### src/rtl/scan_reg_port.sv
module scan_reg_port #(
  parameter int DATA_W = 32,
  parameter int ADDR_W = 7
) (
  input  logic              clk,
  input  logic              rst_n,
  input  logic              tdi,
  input  logic              capture_en,
  input  logic              shift_en,
  input  logic              update_en,
  output logic              tdo,
  output logic [ADDR_W-1:0] reg_addr,
  output logic [DATA_W-1:0] reg_wdata,
  output logic              reg_we,
  output logic              reg_re,
  input  logic [DATA_W-1:0] reg_rdata
);
  localparam int FRAME_W = DATA_W + ADDR_W + 1;
  localparam int DIR_POS = FRAME_W - 1;

  logic [FRAME_W-1:0] chain;
  logic [DATA_W-1:0]  ret_word;

  wire              fr_write = chain[DIR_POS];
  wire [ADDR_W-1:0] fr_addr  = chain[DATA_W +: ADDR_W];
  wire [DATA_W-1:0] cap_word = reg_re ? reg_rdata : ret_word;

  assign tdo = chain[0];

  always_ff @(posedge clk or negedge rst_n) begin
    if (!rst_n) begin
      chain <= '0;
    end else if (capture_en) begin
      chain <= {{(ADDR_W + 1){1'b0}}, cap_word};
    end else if (shift_en) begin
      chain <= {tdi, chain[FRAME_W-1:1]};
    end
  end

  always_ff @(posedge clk or negedge rst_n) begin
    if (!rst_n) begin
      reg_we    <= 1'b0;
      reg_re    <= 1'b0;
      reg_addr  <= '0;
      reg_wdata <= '0;
      ret_word  <= '0;
    end else begin
      reg_we <= update_en && fr_write;
      reg_re <= update_en && !fr_write;
      if (update_en) reg_addr <= fr_addr;
      if (update_en && fr_write) reg_wdata <= chain[DATA_W-1:0];
      if (reg_re) ret_word <= reg_rdata;
    end
  end

  p_we_single_r2: assert property (@(posedge clk) disable iff (!rst_n)
    reg_we |=> !reg_we);
  p_we_from_update_r2: assert property (@(posedge clk) disable iff (!rst_n)
    reg_we |-> $past(update_en));
  p_re_single_r4: assert property (@(posedge clk) disable iff (!rst_n)
    reg_re |=> !reg_re);
  p_re_from_update_r4: assert property (@(posedge clk) disable iff (!rst_n)
    reg_re |-> $past(update_en));
  p_strobe_excl_r4: assert property (@(posedge clk) disable iff (!rst_n)
    !(reg_we && reg_re));
  p_addr_hold_r3: assert property (@(posedge clk) disable iff (!rst_n)
    !$past(update_en) |-> $stable(reg_addr));
endmodule

### config.mk
export PLATFORM = sky130hd
export DESIGN_NAME = scan_reg_port
export DESIGN_NICKNAME = d
export VERILOG_FILES = /design/src/rtl/scan_reg_port.sv
export SDC_FILE = /design/constraint.sdc
export NUM_CORES = 1
export LEC_CHECK = 0
export BUFFER_PORTS_ARGS = -buffer_cell sky130_fd_sc_hd__buf_2
export CAP_MARGIN = 10
export CORE_MARGIN = 8
export CORE_UTILIZATION = 40
export CTS_BUF_LIST = sky130_fd_sc_hd__clkbuf_16
export CTS_CLUSTER_SIZE = 16
export DETAILED_ROUTE_END_ITERATION = 12
export PLACE_DENSITY = 0.65
export SLEW_MARGIN = 20
export SYNTH_ARGS = -nofsm -noshare
export SYNTH_HDL_FRONTEND = slang
export SYNTH_SLANG_ARGS = --single-unit
### constraint.sdc
create_clock -name clk -period 1.38 [get_ports clk]
set_input_delay 0 -clock clk [delete_from_list [all_inputs] [get_ports clk]]
set_output_delay 0 -clock clk [all_outputs]
set_load 0.02 [all_outputs]
Word-level counts from Yosys, hierarchy flattened --
Cells that the tools add are included.
Word-level totals: bits in registers 113, logic and storage cells 13
Cells by class: muxes and demuxes 3, reduce and logical (&&, ||, !) cells 4
Operators by type and width (count):
- 2-to-1 mux 40 bit | 2
- 2-to-1 mux 32 bit | 1
- logical AND 1 bit | 2
- nonzero test 2 bit | 1
- zero test 1 bit | 1

Longest topological paths before layout --
word-level depth 2, gate-level depth with buffers 4, mapped depth without buffers 2

Worst setup path after synthesis --
Ideal clock, no wire load.
kind reg-to-reg, start register reg_re, end register chain[20], required time 1.255 ns, stages on the path, launching flop included 5, path buffers 2, slack -0.044 ns, arrival 1.299 ns, library setup time 0.125 ns, cells stage by stage dfrtp_1 > buf_6 > buf_12 > mux2_4 > mux2_4
On the way: longest elaborated chain between the ends 2
Ends and longest elaborated chain:
- from (decl) | line 15 | output logic reg_re,
- from (signal assigned) | line 49 | reg_re <= update_en && !fr_write;
- 2-to-1 mux 32 bit
- net cap_word[20] | line 26 | wire [DATA_W-1:0] cap_word = reg_re ? reg_rdata : ret_word;
- 2-to-1 mux 40 bit | line 33 | end else if (capture_en) begin
- to (signal assigned) | line 34 | chain <= {{(ADDR_W + 1){1'b0}}, cap_word};
- to (signal assigned) | line 36 | chain <= {tdi, chain[FRAME_W-1:1]};
- to (decl) | line 21 | logic [FRAME_W-1:0] chain;
The timed path passes the listed nets, and every way through them passes these cells. A chain may end at the register's enable or synchronous reset.

Worst setup path after layout --
start register reg_re, end register chain[8]
The elaborated chain is that of the path after synthesis.

==> run_results.csv <==
group,metric,value,unit
timing,min_period,1328,ps
timing,rsz0062_at_grt,"no",
synthesis,syn_nets,322,
synthesis,synth_top_family_by_area,"multiplexers",
worst_setup_path,cp.arrival,1610,ps
synthesis,synth_top_area_share,57.99,%
drt,drc,0,
power,pwr_density_cell,1716,nW/um2
worst_setup_path,reg2reg_slack,50,ps
timing,setup_viol,0,
worst_setup_path,cpMostUsedCell,"mux2_4",
worst_setup_path,path_delay_family,"multiplexers",
drt,wl,9.491,mm
die,dieArea,15980,um2
grt,grt_antenna_before_repair,0,
cells_and_area,area_growth,30.48,%
grt,gr-total-overflow,0,
clocking,post-cts-setup-buffer-count,0,
die,dieWidth,126.4,um
placed_design,place_congestion,0.6612,
timing,fin_ws,51.53,ps
worst_hold_path,hold_path_class,"primary input to register",
synthesis,synth_simple_gate_area_share,0.8725,%
clocking,clkTransAtPathRegs,50,ps
drt,dr_total_vias,2688,
die,initial_core_util,40.76,%
timing,skew,8.727,ps
cells_and_area,finalNetCount,446,
grt,track_usage,12.48,%
synthesis,ys_seq_area_share,57.99,%
job,cap_violations,0,
timing,drv_slew,0,
clocking,cts_resized,0,
cells_and_area,layout-drive-gt1-share,52.86,%
timing,max_freq,0.7527,GHz
synthesis,synth-xor-area-share,0,%
outcome,status,"finished clean",
synthesis,yosysWarnings,0,
die,rows,40,
timing,tightest_slew,628.0,ps
placed_design,place.detailed.hpwl,5.777,mm
worst_setup_path,critPathMaxFanout,21,
cells_and_area,antennaDiodeCount,0,
worst_setup_path,critPathMaxStageDelay,400,ps
power,total_power,0.01092,W
synthesis,muxShareOfSynthArea,37.59,%
worst_setup_path,cp.buffers_inverters,1,
drt,wl_per_cell,16.74,um
grt,grt_pass1_vias,3092,
drt,first_iter_violations,107,
timing,whs,89.27,ps
synthesis,synth_compound_area_share,0,%
clocking,cts_tree,"yes",
synthesis,synth.distinct_cells,14,
clocking,cts_buffer_depth,2,
power,p_leak,3.091,nW
synthesis,syn_inst,284,
synthesis,synth-seq-cells,113,
clocking,cts.sinks,113,
synthesis,ys_top_cells_by_area,"dfrtp_1 (58%), mux2_4 (19%), mux2_2 (9.9%), mux2_1 (6.9%), mux2i_1 (1.6%)",
power,vdd_drop_max,0.001218,V
worst_setup_path,cp_cell_sequence,"buf_12 > mux2_4 > mux2_4",
clocking,clock_latency,400,ps
worst_setup_path,required,1660,ps
synthesis,synth_adder_area_share,0,%
timing,min_period_over_period,96.27,%
die,ios,80,
clocking,cts_hold_buf,35,
worst_setup_path,start_kind,"register",
drt,drtPass1Iterations,4,
drt,detail-route-antenna-nets,0,
timing,maxSlewHeadroom,58.13,%
synthesis,yosys.area.top_type,"dfrtp_1",
synthesis,syn_area_per_cell,17.17,um2
clocking,cts_buffers,17,
drt,vias_per_cell,4.741,
worst_setup_path,worstSetupPathType,"register to register",
grt,grt_pass1_wl,15.72,mm
synthesis,syn-cell-area,4876,um2
worst_setup_path,critPathSlowestCell,"dfrtp_2",
worst_setup_path,end_kind,"register",
placed_design,place_ws,48.68,ps
die,core,11960,um2
clocking,root_buffer,"clkbuf_16",
grt,grt_max_degree,114,
timing,final-hold-violation-count,0,
clocking,cts.htree.levels,4,
placed_design,portBuffers,79,
die,die_h,126.4,um
==> registers in the layout (all words and copies together), names as in the netlist <==
| signal | cells |
|---|---|
| chain | 40 |
| reg_addr | 7 |
| reg_re | 1 |
| reg_wdata | 32 |
| reg_we | 1 |
| ret_word | 32 |
==> layout make-up <==
class | count | area [um2]
fill | 1005 | 5599
sequential | 113 | 2829
multi-input combinational | 153 | 1876
timing repair buffer | 122 | 895.9
clock buffer | 17 | 425.4
tap | 147 | 183.9
clock inverter | 14 | 148.9
inverter | 1 | 3.754
==> synth_stat cells <==
master,n
mux2i_1,8
nor2b_1,1
mux2_1,30
nand2_2,1
clkbuf_1,1
buf_12,3
mux2_4,62
mux2_2,43
inv_1,1
nor2_1,8
dfrtp_1,113
buf_4,1
buf_6,6
buf_2,6
==> power breakdown <==
part / internal, W / switching, W / total (W)
registers: 0.00400 / 0.000364 / 0.00436
clock network: 0.00278 / 0.00146 / 0.00424
logic: 0.00123 / 0.00109 / 0.00231
total: 0.00801 / 0.00291 / 0.0109
==> routing by layer <==
metal  vias up  routed length (um)  track usage [%]
met5         -                   0                0
met4         0                  91            5.308
met3         7                 464            4.357
met2        62                4544            19.28
met1      1375                4390            15.57
li1       1244                   -                -
==> worst register-to-register path: stages (launching register included) <==
cell     delay, ps
dfrtp_2        400
buf_12         220
mux2_4         340
mux2_4         250
==> per-stage QoR <==
stage	instances	TNS [ps]	utilization [%]	area, um2
global placement	501	0	45.46	5438
floorplan	284	-417.2	-	4877
CTS	567	0	53.19	6362
detailed placement	501	0	45.46	5438
finish	567	0	53.19	6362
global route	567	0	53.19	6362
==> worst paths after layout <==
check | end | start | cells past startpoint
min reg2reg | reg_re | chain[39] | 1
max reg2reg | chain[8] | reg_re | 3
min | chain[36] | capture_en | 3
max | chain[8] | reg_re | 3
min in group asynchronous | ret_word[24] | rst_n | 3
max in group asynchronous | reg_wdata[16] | rst_n | 3
==> cell usage in the layout, fill, tap and decap left out, drive strengths merged <==
cell type,instances
mux2,135
dfrtp,113
buf,87
dlygate4sd3,35
clkbuf,17
mux2i,8
nor2,8
clkinv,7
clkinvlp,3
bufinv,3
inv,2
nor2b,1
nand2,1
==> kinds of logic after synthesis <==
kind of cell	Yosys count
buffers and inverters	18
multiplexers	143
flip-flops	113
AND/OR/NAND/NOR	10
Note: power is estimated with default switching activity, not from simulation.
